## src/rtl/tpc_pkg.sv

```systemverilog
package tpc_pkg;
  typedef enum logic [1:0] {
    MODE_LIN = 2'b00,
    MODE_X   = 2'b01,
    MODE_Y   = 2'b10,
    MODE_RSV = 2'b11
  } tile_mode_e;

  // gen[1] : newer part; gen[0] : older variant with the larger fence granule
  localparam int GEN_NEW_BIT   = 1;
  localparam int GEN_LARGE_BIT = 0;
endpackage

```

## src/rtl/tpc_legal.sv

```systemverilog
module tpc_legal
  import tpc_pkg::*;
#(
  parameter int AW         = 32,
  parameter int SW         = 18,
  parameter int PITCH_MAX  = 1023,
  parameter int SIZE_FIELD = 32,
  parameter int SHIFT_A    = 19,
  parameter int SHIFT_B    = 20,
  parameter int X_TILE_W   = 512,
  parameter bit Y_NARROW   = 1'b1
) (
  input  logic [1:0]    gen,
  input  logic [1:0]    mode,
  input  logic [SW-1:0] stride,
  input  logic [AW-1:0] obj_size,
  output logic          legal
);
  localparam logic [AW-1:0] LIM_A = AW'(SIZE_FIELD) << SHIFT_A;
  localparam logic [AW-1:0] LIM_B = AW'(SIZE_FIELD) << SHIFT_B;
  localparam logic [SW-1:0] TW_X  = SW'(X_TILE_W);
  localparam logic [SW-1:0] TW_Y  = Y_NARROW ? SW'(128) : SW'(X_TILE_W);

  logic [SW-1:0] tw;
  logic          new_ok, old_ok, pow2, size_ok;

  always_comb begin
    tw      = (mode == MODE_Y) ? TW_Y : TW_X;
    new_ok  = ((32'(stride) >> 7) <= 32'(PITCH_MAX)) &&
              ((stride & (tw - SW'(1))) == '0);
    pow2    = (stride != '0) && ((stride & (stride - SW'(1))) == '0);
    size_ok = obj_size <= (gen[GEN_LARGE_BIT] ? LIM_B : LIM_A);
    old_ok  = (stride >= tw) && pow2 && size_ok;
    unique case (mode)
      MODE_LIN: legal = 1'b1;
      MODE_RSV: legal = 1'b0;
      default:  legal = gen[GEN_NEW_BIT] ? new_ok : old_ok;
    endcase
  end
endmodule

```

## config.mk

```make
export PLATFORM = sky130hd
export DESIGN_NAME = tpc_legal
export DESIGN_NICKNAME = d
export VERILOG_FILES = /design/src/rtl/tpc_pkg.sv /design/src/rtl/tpc_legal.sv
export SDC_FILE = /design/constraint.sdc
export NUM_CORES = 1
export LEC_CHECK = 0
export BUFFER_PORTS_ARGS = -buffer_cell sky130_fd_sc_hd__buf_2
export CORE_AREA = 2 2 39 41
export DETAILED_ROUTE_END_ITERATION = 10
export DIE_AREA = 0 0 41 43
export PLACE_DENSITY = 0.89
export RECOVER_POWER = 100
export SLEW_MARGIN = 15
export SYNTH_ARGS = -nofsm -noshare
export SYNTH_HDL_FRONTEND = slang
export SYNTH_SLANG_ARGS = --single-unit
```

## constraint.sdc

```tcl
create_clock -name vclk -period 2.5
set_input_delay 0.125 -clock vclk [all_inputs]
set_output_delay 0.125 -clock vclk [all_outputs]
set_load 0.05 [all_outputs]
```

==> flow_metrics.tcl, run 1 <==
set metrics [dict create \
    clkbuf_count 0 \
    mapped_cells 70 \
    die_boundary_width_um 41 \
    area_of_combinational_cells_with_multiple_inputs_um2 461.7 \
    sequential_cell_area_um2 0 \
    post_cts_buffers 0 \
    antenna_found_initial 0 \
    data_required_time_of_the_worst_path_ns 2.38 \
    cts_resized 0 \
    global_route.overflow_total 0 \
    maxClockFrequency_mhz 468.5 \
    timing.slew.headroom_pct 60.73 \
    yosys.cell_types.count 29 \
    grt_first_pass_wirelength_um 2359 \
    total_power_per_unit_cell_area_nw_per_um2 134.5 \
    maxCapViolations 0 \
    floorplan.die_area_um2 1763 \
    p_leak_uw 0.0003804 \
    setup_total_negative_slack_ns 0 \
    post_synth.cell_area_avg_um2 6.971 \
    synth_warnings 0 \
    finalCoreUtilization_pct 56.60 \
    final_min_period_over_clock_period_pct 85.37 \
    timing.critical_path.from_type "input port" \
    synth.area.top_cells "sky130_fd_sc_hd__ha_1, sky130_fd_sc_hd__nor4_1, sky130_fd_sc_hd__o21ai_0" \
    wl_per_cell_um 11.74 \
    report.final.setup_viol 0 \
    place_congestion 0.8867 \
    num-fill-cells 144 \
    first_global_vias 655 \
    dr.first_iter.drc_count 6 \
    grt_max_degree 8 \
    tightestPinTransition_ns 0.5837 \
    post-route-cell-area_um2 783.3 \
    cp_max_fo 7 \
    die_height_um 43 \
    row_count 14 \
    final_hold_viol_count 0 \
    final_nets 188 \
    place.port_buffers 55 \
    count_of_inserted_antenna_diode_cells 0 \
    max-vdd-ir-drop_mv 0.08511 \
    drt_antenna_net_count 0 \
    worst_slack_ns 0.3656 \
    placement.cell_area_um2 783.3 \
    num_io_pins 55 \
    synthDominantCellAreaShare_pct 17.95 \
    routed_wirelength_um 1655 \
    power_uw 105.3 \
    area_inside_the_core_boundary_um2 1384 \
    final_max_slew_viol_count 0 \
    synth_fp_nets 131 \
    final_period_minus_worst_setup_slack_ns 2.134 \
    arrival_time_of_the_worst_setup_path_ns 2.01 \
    path_class "input port to output port" \
    drt-vias-per-instance 5.574 \
    run_status "completed" \
    detailedRoute.firstPassIterationCount 4 \
    setup.worst_path.end_class "output port" \
    place.detailed.hpwl_um 1504 \
    grt_setup_unrepaired "no" \
    routed-via-count 786 \
    sequential_cell_count 0 \
    cts.hold.buffers_added 0 \
    synth_top_cell_by_area "sky130_fd_sc_hd__ha_1" \
    layout-drive-gt1-share_pct 50.40 \
    dp_worst_setup_slack_ns 0.3837 \
    start_util_pct 35.26 \
    ys_seq_area_share_pct 0 \
    hold_path_class "input port to output port" \
    post-route-drc-count 0 \
    area_growth_syn_to_layout_pct 60.51 \
    netlist_area_um2 488.0 \
    globalRouteTotalUtil_pct 17.92 \
    synthTopCellsByCount "sky130_fd_sc_hd__ha_1, sky130_fd_sc_hd__inv_1, sky130_fd_sc_hd__nor2_1, sky130_fd_sc_hd__nor4_1, sky130_fd_sc_hd__o21ai_0" \
]
## report_power, final
group | switching [uW] | internal (uW)
logic | 52.0 | 53.3
clock network | 0 | 0
registers | 0 | 0
total | 52.0 | 53.3
## cell usage in the layout (no fill, tap or decap), drive strengths merged
| master | synthesis | routed |
|---|---|---|
| nor4b | 3 | 3 |
| nand2b | 1 | 1 |
| nor4 | 6 | 6 |
| maj3 | 1 | 1 |
| buf | 0 | 54 |
| or3 | 3 | 3 |
| nor2b | 1 | 1 |
| o22a | 1 | 1 |
| a2bb2oi | 1 | 1 |
| nand2 | 2 | 2 |
| clkbuf | 0 | 1 |
| nand4 | 3 | 3 |
| inv | 7 | 7 |
| o21a | 1 | 1 |
| nand3 | 4 | 4 |
| nor3 | 3 | 3 |
| a211oi | 3 | 3 |
| o2111ai | 1 | 1 |
| or4 | 1 | 1 |
| o22ai | 1 | 1 |
| a31oi | 2 | 2 |
| a21oi | 3 | 3 |
| or2 | 1 | 1 |
| o21ai | 6 | 6 |
| o31ai | 1 | 1 |
| nor2 | 6 | 6 |
| a22oi | 1 | 1 |
| ha | 7 | 7 |
## layout make-up
| cell class | count | share of cell area [%] |
|---|---|---|
| inverters | 7 | 3.355 |
| multi-input cells | 63 | 58.95 |
| well taps | 16 | 2.556 |
| repair buffers | 55 | 35.14 |
## per-layer routing
metal,global-route usage (%),vias up,wire length [um]
li1,-,394,-
met1,20.06,347,592
met2,35.94,45,867
met3,0.5236,0,196
met4,0,0,0
met5,0,-,0
## cell families after synthesis
group / count (synthesis) / synth area share, %
buffers and inverters: 7 / 5.386
AOI/OAI and AO/OA: 21 / 31.03
and+or+nand+nor: 34 / 43.60
adders and majority gates: 8 / 20.00
## critical path, cell delays in order
cell and delay [ns]:
sky130_fd_sc_hd__buf_2 0.11, sky130_fd_sc_hd__or4_4 0.56, sky130_fd_sc_hd__nor3_4 0.27, sky130_fd_sc_hd__nand3_2 0.13
sky130_fd_sc_hd__a211oi_2 0.23, sky130_fd_sc_hd__nor2_1 0.07, sky130_fd_sc_hd__o31ai_2 0.21, sky130_fd_sc_hd__clkbuf_2 0.31
## worst paths after layout
path	start	end	slack, ns	depth (start not counted)
setup / recovery	stride[0]	legal	0.37	8
hold / removal	stride[16]	legal	0.79	5
## per-stage QoR
step	hold slack, ns	instances
5_1_grt	0.8402	141
2_1_floorplan	0.5659	70
4_1_cts	0.7705	141
3_3_place_gp	0.7604	141
3_5_place_dp	0.7697	141
6_report	0.7921	141
Power figures use the tool's default switching activity.
==> run 2, diff against run 1 <==
--- a/config.mk
+++ b/config.mk
@@ -6,10 +6,11 @@
 export NUM_CORES = 1
 export LEC_CHECK = 0
 export BUFFER_PORTS_ARGS = -buffer_cell sky130_fd_sc_hd__buf_2
-export CORE_AREA = 2 2 39 41
+export CELL_PAD_IN_SITES_DETAIL_PLACEMENT = 1
+export CELL_PAD_IN_SITES_GLOBAL_PLACEMENT = 1
+export CORE_UTILIZATION = 23
 export DETAILED_ROUTE_END_ITERATION = 10
-export DIE_AREA = 0 0 41 43
-export PLACE_DENSITY = 0.89
+export PLACE_DENSITY = 0.91
 export RECOVER_POWER = 100
 export SLEW_MARGIN = 15
 export SYNTH_ARGS = -nofsm -noshare
==> run 2 against run 1 <==
Compared with the run above:
- clock-buffer cell count is the same
- critical path type unchanged
- via count is 0.38% lower
- maximum frequency decreased by 2.7%
- final cell count grew 7.8%
==> flow_metrics.tcl, run 2 (synthesis gave the netlist of run 1 again) <==
set metrics [dict create \
    run_status "completed" \
    drt-vias-per-instance 5.151 \
    finalCoreUtilization_pct 40.21 \
    setup.worst_path.end_class "output port" \
    clkbuf_count 0 \
    hold_path_class "input port to output port" \
    area_inside_the_core_boundary_um2 1982 \
    count_of_inserted_antenna_diode_cells 0 \
    place.port_buffers 55 \
    place_congestion 0.7034 \
    antenna_found_initial 0 \
    first_global_vias 712 \
    row_count 16 \
    timing.slew.headroom_pct 60.25 \
    dpl.cell_count 152 \
    sequential_cell_area_um2 0 \
    floorplan.die_area_um2 2310 \
    final_period_minus_worst_setup_slack_ns 2.193 \
    worstPathCellList "buf_2 -> or4_4 -> nor3_4 -> nand3_2 -> a211oi_2 -> nor2_1 -> o31ai_2 -> clkbuf_2" \
    maxCapViolations 0 \
    data_required_time_of_the_worst_path_ns 2.38 \
    final_common_cell "sky130_fd_sc_hd__buf_2" \
    grt_max_degree 8 \
    p_leak_uw 0.0003804 \
    layout-drive-gt1-share_pct 50.40 \
    routed_wirelength_um 1972 \
    num_io_pins 55 \
    dr.first_iter.drc_count 6 \
    wl_per_cell_um 12.97 \
    die_boundary_width_um 48.06 \
    max-vdd-ir-drop_mv 0.04473 \
    report.final.setup_viol 0 \
    grt_setup_unrepaired "no" \
    total_power_per_unit_cell_area_nw_per_um2 137.7 \
    maxClockFrequency_mhz 456.0 \
    timing.critical_path.from_type "input port" \
    detailedRoute.firstPassIterationCount 3 \
    start_util_pct 24.62 \
    num-fill-cells 296 \
    worst_path_largest_cell_delay_ns 0.56 \
    path_class "input port to output port" \
    final_hold_viol_count 0 \
    post-route-drc-count 0 \
    post_cts_buffers 0 \
    die_height_um 48.06 \
    final_nets 188 \
    cp_max_fo 7 \
    area_growth_syn_to_layout_pct 63.33 \
    sequential_cell_count 0 \
    final_max_slew_viol_count 0 \
    globalRouteTotalUtil_pct 16.35 \
    global_route.overflow_total 0 \
    routed-via-count 783 \
    finish.cell_count_without_fillers 152 \
    cts_resized 0 \
    final_min_period_over_clock_period_pct 87.71 \
    crit_path_max_delay_cell_type "sky130_fd_sc_hd__or4_4" \
    arrival_time_of_the_worst_setup_path_ns 2.07 \
    cts.hold.buffers_added 0 \
    setup_total_negative_slack_ns 0 \
    drt_antenna_net_count 0 \
    mostFrequentLayoutCells "sky130_fd_sc_hd__buf_2, sky130_fd_sc_hd__inv_1, sky130_fd_sc_hd__ha_1" \
    tightestPinTransition_ns 0.5909 \
    grt_first_pass_wirelength_um 2697 \
    place.detailed.hpwl_um 1818 \
]
run 2: worst max-delay path: cells and delay by family:
kind	cells	cell delay, ns
buffers and inverters	2	0.42
and+or+nand+nor	4	1.05
AOI/OAI and AO/OA	2	0.45
run 2: final cells by class:
| class | instances | area, um^2 | area share [%] |
|---|---|---|---|
| Multi-Input combinational cell | 63 | 461.7 | 57.93 |
| Tap cell | 27 | 33.78 | 4.239 |
| Timing Repair Buffer | 55 | 275.3 | 34.54 |
| Inverter | 7 | 26.28 | 3.297 |
run 2: final timing paths:
path,startpoint,end,slack (ns),cells after the start
setup / recovery,stride[0],legal,0.31,8
hold / removal,stride[16],legal,0.82,5
run 2: report_power, final:
part	switching, uW	internal, uW
registers	0	0
clock network	0	0
logic	55.6	54.2
run 2: layer usage:
metal	up-vias	part of all wire, %	track usage, %	routed length (um)
li1	390	-	-	-
met1	350	39	16.08	767
met2	41	52	35.68	1025
met3	2	8.6	2.264	170
met4	0	0.41	1.667	8
met5	-	0	0	0
run 2: metrics by stage:
stage                     worst slack (ns)  hold slack, ns  instance area (um^2)  power (uW)
after floorplan                     0.2956          0.5659                 488.0       44.98
after global placement              0.4298          0.7695                 797.0       103.3
after detailed placement            0.3274          0.8008                 797.0       109.6
after CTS                           0.3253          0.7967                 797.0       110.3
after global routing                0.1268          0.8779                 797.0       122.3
final                               0.3071          0.8211                 797.0       109.7
